**config.mk**
```make
export PLATFORM = sky130hd
export DESIGN_NAME = ddrcmd_monitor
export DESIGN_NICKNAME = d
export VERILOG_FILES = /design/src/rtl/ddrcmd_pkg.sv /design/src/rtl/ddrcmd_decode.sv /design/src/rtl/ddrcmd_bank_table.sv /design/src/rtl/ddrcmd_col_spacing.sv /design/src/rtl/ddrcmd_monitor.sv
export SDC_FILE = /design/constraint.sdc
export NUM_CORES = 2
export LEC_CHECK = 0
export BUFFER_PORTS_ARGS = -buffer_cell sky130_fd_sc_hd__buf_4
export CAP_MARGIN = 20
export CORE_ASPECT_RATIO = 1.2
export CORE_UTILIZATION = 60
export CTS_CLUSTER_DIAMETER = 120
export DETAILED_ROUTE_END_ITERATION = 7
export PLACE_DENSITY = 0.84
export RECOVER_POWER = 100
export REMOVE_ABC_BUFFERS = 1
export SYNTH_ARGS = -nofsm -noshare
export SYNTH_HDL_FRONTEND = slang
export SYNTH_SLANG_ARGS = --single-unit
```
**constraint.sdc**
```tcl
create_clock -name clk -period 4.9 [get_ports clk]
set_input_delay 0.98 -clock clk [delete_from_list [all_inputs] [get_ports clk]]
set_output_delay 0.98 -clock clk [all_outputs]
set_load 0.05 [all_outputs]
```
**src/rtl/ddrcmd_pkg.sv**
```systemverilog
package ddrcmd_pkg;

   typedef enum logic [3:0] {
      CMD_NOP  = 4'd0,
      CMD_DES  = 4'd1,
      CMD_ACT  = 4'd2,
      CMD_RD   = 4'd3,
      CMD_WR   = 4'd4,
      CMD_PRE  = 4'd5,
      CMD_PREA = 4'd6,
      CMD_REF  = 4'd7,
      CMD_MRS  = 4'd8,
      CMD_RSVD = 4'd9,
      CMD_CAL  = 4'd10
   } cmd_e;

   typedef enum logic [2:0] {
      ERR_NONE     = 3'd0,
      ERR_ILLEGAL  = 3'd1,
      ERR_BUSY     = 3'd2,
      ERR_CLOSED   = 3'd3,
      ERR_OPEN     = 3'd4,
      ERR_DIE_BUSY = 3'd5,
      ERR_GAP_SAME = 3'd6,
      ERR_GAP_DIFF = 3'd7
   } err_e;

   localparam int BIT_AP = 10;  // auto-precharge / all-banks select
   localparam int BIT_BC = 12;  // burst chop request

   function automatic logic is_column(cmd_e c);
      return (c == CMD_RD) || (c == CMD_WR);
   endfunction

   function automatic logic hits_one_bank(cmd_e c);
      return (c == CMD_ACT) || (c == CMD_RD) || (c == CMD_WR) || (c == CMD_PRE);
   endfunction

endpackage

```
**src/rtl/ddrcmd_decode.sv**
```systemverilog
module ddrcmd_decode
   import ddrcmd_pkg::*;
#(
   parameter int ADDR_W = 15
) (
   input  logic              cs_n,
   input  logic              act_n,
   input  logic              ras_n,
   input  logic              cas_n,
   input  logic              we_n,
   input  logic              all_sel,
   output cmd_e              cmd
);

   always_comb begin
      if (cs_n) begin
         cmd = CMD_DES;
      end else if (!act_n) begin
         cmd = CMD_ACT;
      end else begin
         unique case ({ras_n, cas_n, we_n})
            3'b111:  cmd = CMD_NOP;
            3'b101:  cmd = CMD_RD;
            3'b100:  cmd = CMD_WR;
            3'b010:  cmd = all_sel ? CMD_PREA : CMD_PRE;
            3'b001:  cmd = CMD_REF;
            3'b000:  cmd = CMD_MRS;
            3'b110:  cmd = CMD_CAL;
            default: cmd = CMD_RSVD;
         endcase
      end
   end

endmodule

```
**src/rtl/ddrcmd_bank_table.sv**
```systemverilog
module ddrcmd_bank_table
   import ddrcmd_pkg::*;
#(
   parameter int IDX_W      = 7,
   parameter int CID_W      = 3,
   parameter int ROW_W      = 18,
   parameter int BURST_CLKS = 4
) (
   input  logic             clk,
   input  logic             rst_n,
   input  logic             accept,
   input  cmd_e             cmd,
   input  logic [IDX_W-1:0] idx,
   input  logic [ROW_W-1:0] row_in,
   input  logic             ap_req,
   output logic             sel_open,
   output logic             sel_busy,
   output logic [ROW_W-1:0] sel_row,
   output logic             die_open,
   output logic             die_busy
);

   localparam int NB      = 1 << IDX_W;
   localparam int NDIE    = 1 << CID_W;
   localparam int PER_DIE = NB / NDIE;
   localparam int BW      = $clog2(BURST_CLKS + 1);

   logic [NB-1:0]    open_v;
   logic [NB-1:0]    busy_v;
   logic [ROW_W-1:0] row_v [NB];
   logic [NDIE-1:0]  die_open_v;
   logic [NDIE-1:0]  die_busy_v;

   wire [CID_W-1:0] die_sel = idx[IDX_W-1 -: CID_W];

   for (genvar b = 0; b < NB; b++) begin : g_bank
      logic             open_b;
      logic             ap_b;
      logic [BW-1:0]    busy_b;
      logic [ROW_W-1:0] row_b;
      wire              hit     = (idx == IDX_W'(b));
      wire              die_hit = (die_sel == CID_W'(b / PER_DIE));

      always_ff @(posedge clk or negedge rst_n) begin
         if (!rst_n) begin
            open_b <= 1'b0;
            ap_b   <= 1'b0;
            busy_b <= '0;
            row_b  <= '0;
         end else begin
            if (busy_b != '0) begin
               busy_b <= busy_b - 1'b1;
               if (busy_b == BW'(1) && ap_b) begin
                  open_b <= 1'b0;
                  ap_b   <= 1'b0;
               end
            end
            if (accept && hit) begin
               case (cmd)
                  CMD_ACT: begin
                     open_b <= 1'b1;
                     row_b  <= row_in;
                  end
                  CMD_RD, CMD_WR: begin
                     busy_b <= BW'(BURST_CLKS);
                     ap_b   <= ap_req;
                  end
                  CMD_PRE: open_b <= 1'b0;
                  default: ;
               endcase
            end
            if (accept && cmd == CMD_PREA && die_hit)
               open_b <= 1'b0;
         end
      end

      assign open_v[b] = open_b;
      assign busy_v[b] = (busy_b != '0);
      assign row_v[b]  = row_b;
   end

   for (genvar d = 0; d < NDIE; d++) begin : g_die
      assign die_open_v[d] = |open_v[d*PER_DIE +: PER_DIE];
      assign die_busy_v[d] = |busy_v[d*PER_DIE +: PER_DIE];
   end

   assign sel_open = open_v[idx];
   assign sel_busy = busy_v[idx];
   assign sel_row  = row_v[idx];
   assign die_open = die_open_v[die_sel];
   assign die_busy = die_busy_v[die_sel];

endmodule

```
**src/rtl/ddrcmd_col_spacing.sv**
```systemverilog
module ddrcmd_col_spacing #(
   parameter int BG_W   = 2,
   parameter int CID_W  = 3,
   parameter int TCCD_S = 4,
   parameter int TCCD_L = 6
) (
   input  logic             clk,
   input  logic             rst_n,
   input  logic             col_cmd,
   input  logic             col_accept,
   input  logic [BG_W-1:0]  bg,
   input  logic [CID_W-1:0] cid,
   output logic             gap_same_bad,
   output logic             gap_diff_bad
);

   localparam int CW = $clog2(TCCD_L + 1);

   logic [CW-1:0]    since_q;
   logic [BG_W-1:0]  last_bg;
   logic [CID_W-1:0] last_cid;

   wire same_grp = (bg == last_bg) && (cid == last_cid);

   // gap in cycles equals since_q + 1
   assign gap_same_bad = col_cmd &&  same_grp && (since_q < CW'(TCCD_L - 1));
   assign gap_diff_bad = col_cmd && !same_grp && (since_q < CW'(TCCD_S - 1));

   always_ff @(posedge clk or negedge rst_n) begin
      if (!rst_n) begin
         since_q  <= CW'(TCCD_L);
         last_bg  <= '0;
         last_cid <= '0;
      end else if (col_accept) begin
         since_q  <= '0;
         last_bg  <= bg;
         last_cid <= cid;
      end else if (since_q < CW'(TCCD_L)) begin
         since_q  <= since_q + 1'b1;
      end
   end

endmodule

```
**src/rtl/ddrcmd_monitor.sv**
```systemverilog
module ddrcmd_monitor
   import ddrcmd_pkg::*;
#(
   parameter int ADDR_W     = 15,
   parameter int BG_W       = 2,
   parameter int BA_W       = 2,
   parameter int CID_W      = 3,
   parameter int TCCD_S     = 4,
   parameter int TCCD_L     = 6,
   parameter int BURST_CLKS = 4
) (
   input  logic                clk,
   input  logic                rst_n,
   input  logic                cs_n,
   input  logic                act_n,
   input  logic                ras_n,
   input  logic                cas_n,
   input  logic                we_n,
   input  logic [ADDR_W-1:0]   addr,
   input  logic [BG_W-1:0]     bg,
   input  logic [BA_W-1:0]     ba,
   input  logic [CID_W-1:0]    cid,
   output logic [3:0]          cmd_code,
   output logic                err_valid,
   output logic [2:0]          err_code,
   output logic [ADDR_W+2:0]   col_row
);

   localparam int ROW_W = ADDR_W + 3;
   localparam int IDX_W = CID_W + BG_W + BA_W;

   if (ADDR_W < BIT_BC + 1) begin : g_bad_addr
      $error("ADDR_W too narrow for the chop and auto-precharge bits");
   end
   if (TCCD_S < 1 || TCCD_L < TCCD_S) begin : g_bad_gap
      $error("column spacings must satisfy 1 <= TCCD_S <= TCCD_L");
   end
   if (BURST_CLKS < 1) begin : g_bad_burst
      $error("BURST_CLKS must be at least 1");
   end

   cmd_e             cmd;
   err_e             err_d;
   logic             accept;
   logic             sel_open, sel_busy, die_open, die_busy;
   logic [ROW_W-1:0] sel_row;
   logic             gap_same_bad, gap_diff_bad;

   wire [IDX_W-1:0] bank_idx = {cid, bg, ba};
   wire [ROW_W-1:0] act_row  = {ras_n, cas_n, we_n, addr};
   wire             col_now  = is_column(cmd);

   ddrcmd_decode #(.ADDR_W(ADDR_W)) u_dec (
      .cs_n    (cs_n),
      .act_n   (act_n),
      .ras_n   (ras_n),
      .cas_n   (cas_n),
      .we_n    (we_n),
      .all_sel (addr[BIT_AP]),
      .cmd     (cmd)
   );

   ddrcmd_bank_table #(
      .IDX_W(IDX_W), .CID_W(CID_W), .ROW_W(ROW_W), .BURST_CLKS(BURST_CLKS)
   ) u_tbl (
      .clk      (clk),
      .rst_n    (rst_n),
      .accept   (accept),
      .cmd      (cmd),
      .idx      (bank_idx),
      .row_in   (act_row),
      .ap_req   (addr[BIT_AP]),
      .sel_open (sel_open),
      .sel_busy (sel_busy),
      .sel_row  (sel_row),
      .die_open (die_open),
      .die_busy (die_busy)
   );

   ddrcmd_col_spacing #(
      .BG_W(BG_W), .CID_W(CID_W), .TCCD_S(TCCD_S), .TCCD_L(TCCD_L)
   ) u_gap (
      .clk          (clk),
      .rst_n        (rst_n),
      .col_cmd      (col_now),
      .col_accept   (col_now && accept),
      .bg           (bg),
      .cid          (cid),
      .gap_same_bad (gap_same_bad),
      .gap_diff_bad (gap_diff_bad)
   );

   always_comb begin
      err_d = ERR_NONE;
      if (cmd == CMD_RSVD)
         err_d = ERR_ILLEGAL;
      else if (hits_one_bank(cmd) && sel_busy)
         err_d = ERR_BUSY;
      else if (cmd == CMD_PREA && die_busy)
         err_d = ERR_BUSY;
      else if (col_now && !sel_open)
         err_d = ERR_CLOSED;
      else if (cmd == CMD_ACT && sel_open)
         err_d = ERR_OPEN;
      else if ((cmd == CMD_REF || cmd == CMD_MRS) && die_open)
         err_d = ERR_DIE_BUSY;
      else if (gap_same_bad)
         err_d = ERR_GAP_SAME;
      else if (gap_diff_bad)
         err_d = ERR_GAP_DIFF;
   end

   assign accept = (err_d == ERR_NONE) && (cmd != CMD_DES);

   always_ff @(posedge clk or negedge rst_n) begin
      if (!rst_n) begin
         cmd_code  <= CMD_DES;
         err_valid <= 1'b0;
         err_code  <= ERR_NONE;
         col_row   <= '0;
      end else begin
         cmd_code  <= cmd;
         err_valid <= (err_d != ERR_NONE);
         err_code  <= err_d;
         col_row   <= (accept && col_now) ? sel_row : '0;
      end
   end

endmodule

```
==> impl_metrics.toml <==
[sta]
layout_min_cycle_time_ns = 4.919
slew_viol_final = 152
finalHoldViolCount = 0
slew_headroom_pct = -205.1
fin_skew_ns = 0.05547
finalWorstSetupSlack_ns = -0.01862
max_freq_mhz = 203.3
worst_slew_pin_slew_ns = 4.576
rsz0062_at_grt = "no"
fin_tns_setup_ns = -0.1289
period_share_pct = 100.4
setup_violations = 19

[job]
cap_violations = 3

[yosys]
yosys_register_bits = 2978
synth_cells = 10370
async_flop_share_pct = 100.0
syn_area_um2 = 145200
synth_seq_area_share_pct = 51.31
syn_avg_cell_area_um2 = 14.01
synth-main-ff-cell = "dfrtp_1"
ys_warn_count = 0
synth_edf_count = 0
synth_cell_types = 88

[clock_network]
numCtsBuffers = 300
root_buffer = "clkbuf_16"
postCtsHoldBufs = 0
cts_sinks = 2978
h-tree-depth = 5
ctsLongestPathBuffers = 4
clk_pin_slew_ns = 0.06
clk_latency_ns = 0.90
cts_tree = "built"
post_cts_buffers = 0

[min_path]
hp-class = "in -> reg"
hold_depth = 2

[floorplan]
io_pins = 55
die_area_um2 = 244100
initial_core_util_pct = 60.44
rows = 197
die-width_um = 451.1
die_h_um = 541.0
coreArea_um2 = 240300

[status]
status = "finished, violations left"
violations = "design-rule violations, max-capacitance violations, max-slew violations, negative setup slack"

[global_routing]
gr-usage-all-layers_pct = 36.12
grt-ovfl-total = 0
grt_start_max_net_pins = 162
grt_pass1_wl_mm = 655.4
antenna_found_initial = 30
grt_pass1_vias = 101200

[detailed_routing]
drcViolationCount = 21
vias_per_cell = 6.739
route.met2.wl_mm = 203.7
wl_met1_mm = 153.8
wire_per_inst_um = 31.22
firstDrtPassIters = 8
top_layer_used = "met5"
drt_iter0_markers = 9609
wirelength_mm = 436.3
vias = 94170
drtAntennaViolNets = 0
wl_met3_mm = 41.92

[setup_path]
crit_chain = "inv_1 > ha_1 > nor2b_1 > buf_4 > mux2i_1 > clkbuf_4 > a211oi_1 > buf_4 > a2111oi_0 > clkbuf_1 > o2bb2ai_1 > and4bb_1 > and2_4 > buf_4 > nand4_1 > buf_4 > mux2_2"
cp-start-kind = "flop"
cp_common_cell = "buf_4"
path_depth = 17
crit_type = "reg -> reg"
r2r.worst_path.cells = 17
crit_path_end_kind = "flop"
max_stage_delay_ns = 0.59
cp.arrival_ns = 5.69
path_delay_family = "buffers and inverters"
cp_num_buf_inv = 7
required_ns = 5.67
slowest_stage = "a211oi_1"
worstPathMaxFanout = 19

[pwr]
vdd_drop_max_mv = 0.2995
p_per_area_nw_per_um2 = 413.1
power.total_mw = 66.34
p_leak_nw = 76.66

[placement]
gp_congestion = 1.061
io_buffers = 54
dpl.cell_count = 13430
post-dp-hpwl_mm = 277.5
postPlaceCellArea_um2 = 153100

[finish]
stdcell_area_um2 = 160600
final_cell_mix = "dfrtp_1 (2,975), mux2_2 (1,791), mux4_2 (778)"
area_growth_pct = 10.56
final_cell_count_no_fill = 13980
n_fill_cell = 15640
seq_area_um2 = 74530
multi_input_area_um2 = 65040
drive_gt1_share_pct = 34.97
final_common_cell = "dfrtp_1"
final_nets = 10970
[power by group]
group          leakage [nW]  internal [mW]  switching, mW
Sequential             40.6           27.0           1.64
Clock                  5.00           13.9           9.99
Combinational          31.1           5.48           8.30
[cells in the mapped netlist, drive strengths merged, types with 161 or more instances]
master,n,share of area [%]
a21oi,182,0.63
buf,337,1.5
clkbuf,436,1.1
dfrtp,2975,51
ha,393,3.4
inv,312,0.81
mux2,2299,18
mux2i,248,1.7
mux4,778,12
nand2,387,1.0
nand3,161,0.55
nor2,600,1.6
o21ai,300,1.0
[per-stage QoR]
step                setup slack (ns)  util [%]  hold slack [ns]
CTS                          0.08957     67.92           0.1067
floorplan                     -3.485         -           0.4524
global route                0.001747     66.80           0.4958
finish                      -0.01862     66.82           0.4815
detailed placement           -0.6528     63.70           0.4699
global placement             -0.7204     63.67           0.4612
[per-layer routing]
metal	up-vias	GRT usage, %
li1	37920	-
met1	49470	43.80
met2	5095	56.76
met3	1663	9.362
met4	22	24.99
met5	-	0
[sequential cells by signal (all words and copies together) (netlist names)]
signal and cells:
err_valid 1, u_tbl.g_bank.ap_b 128, u_tbl.g_bank.open_b 128, u_gap.since_q 3, u_tbl.g_bank.row_b 2304, u_gap.last_cid 3, col_row 18, cmd_code 4
u_tbl.g_bank.busy_b 384, err_code 3, u_gap.last_bg 2
[final timing paths]
path / from / endpoint / slack [ns]
min in group asynchronous: rst_n / u_tbl.g_bank[16].busy_b[1]$_DFF_PN0_ / 1.50
setup / recovery: u_tbl.g_bank[47].busy_b[0]$_DFF_PN0_ / u_tbl.g_bank[124].row_b[3]$_DFFE_PN0P_ / -0.02
hold / removal: addr[14] / u_tbl.g_bank[65].row_b[14]$_DFFE_PN0P_ / 0.48
hold reg to reg: u_tbl.g_bank[42].row_b[16]$_DFFE_PN0P_ / u_tbl.g_bank[42].row_b[16]$_DFFE_PN0P_ / 0.48
setup reg to reg: u_tbl.g_bank[47].busy_b[0]$_DFF_PN0_ / u_tbl.g_bank[124].row_b[3]$_DFFE_PN0P_ / -0.02
max in group asynchronous: rst_n / u_tbl.g_bank[127].row_b[7]$_DFFE_PN0P_ / 0.34
[logic make-up (layout without fill, tap and decap cells)]
family / after synthesis / in the layout / synth area share, %
AOI/OAI and AO/OA: 772 / 772 / 3.184
muxes: 3325 / 3325 / 32.05
other: 0 / 18 / 0
DFF: 2978 / 2978 / 51.31
xor gates and xnor gates: 134 / 134 / 0.8080
and+or+nand+nor: 1678 / 1678 / 5.864
buffers and inverters: 1086 / 1493 / 3.404
adders and majority gates: 393 / 393 / 3.385
[timing repair]
action	in CTS	in global routing
resized for setup	1	13
setup endpoints to repair	952	938
endpoints found under the hold margin	0	0
[final cells by class]
cell class / instances / area share [%]
Timing Repair Buffer: 652 / 3.527
Clock buffer: 419 / 5.392
Sequential cell: 2978 / 46.41
Clock inverter: 109 / 0.9155
Inverter: 313 / 0.7426
Antenna cell: 18 / 0.02805
Multi-Input combinational cell: 6302 / 40.50
Tap cell: 3184 / 2.481
Power figures use the tool's default switching activity.
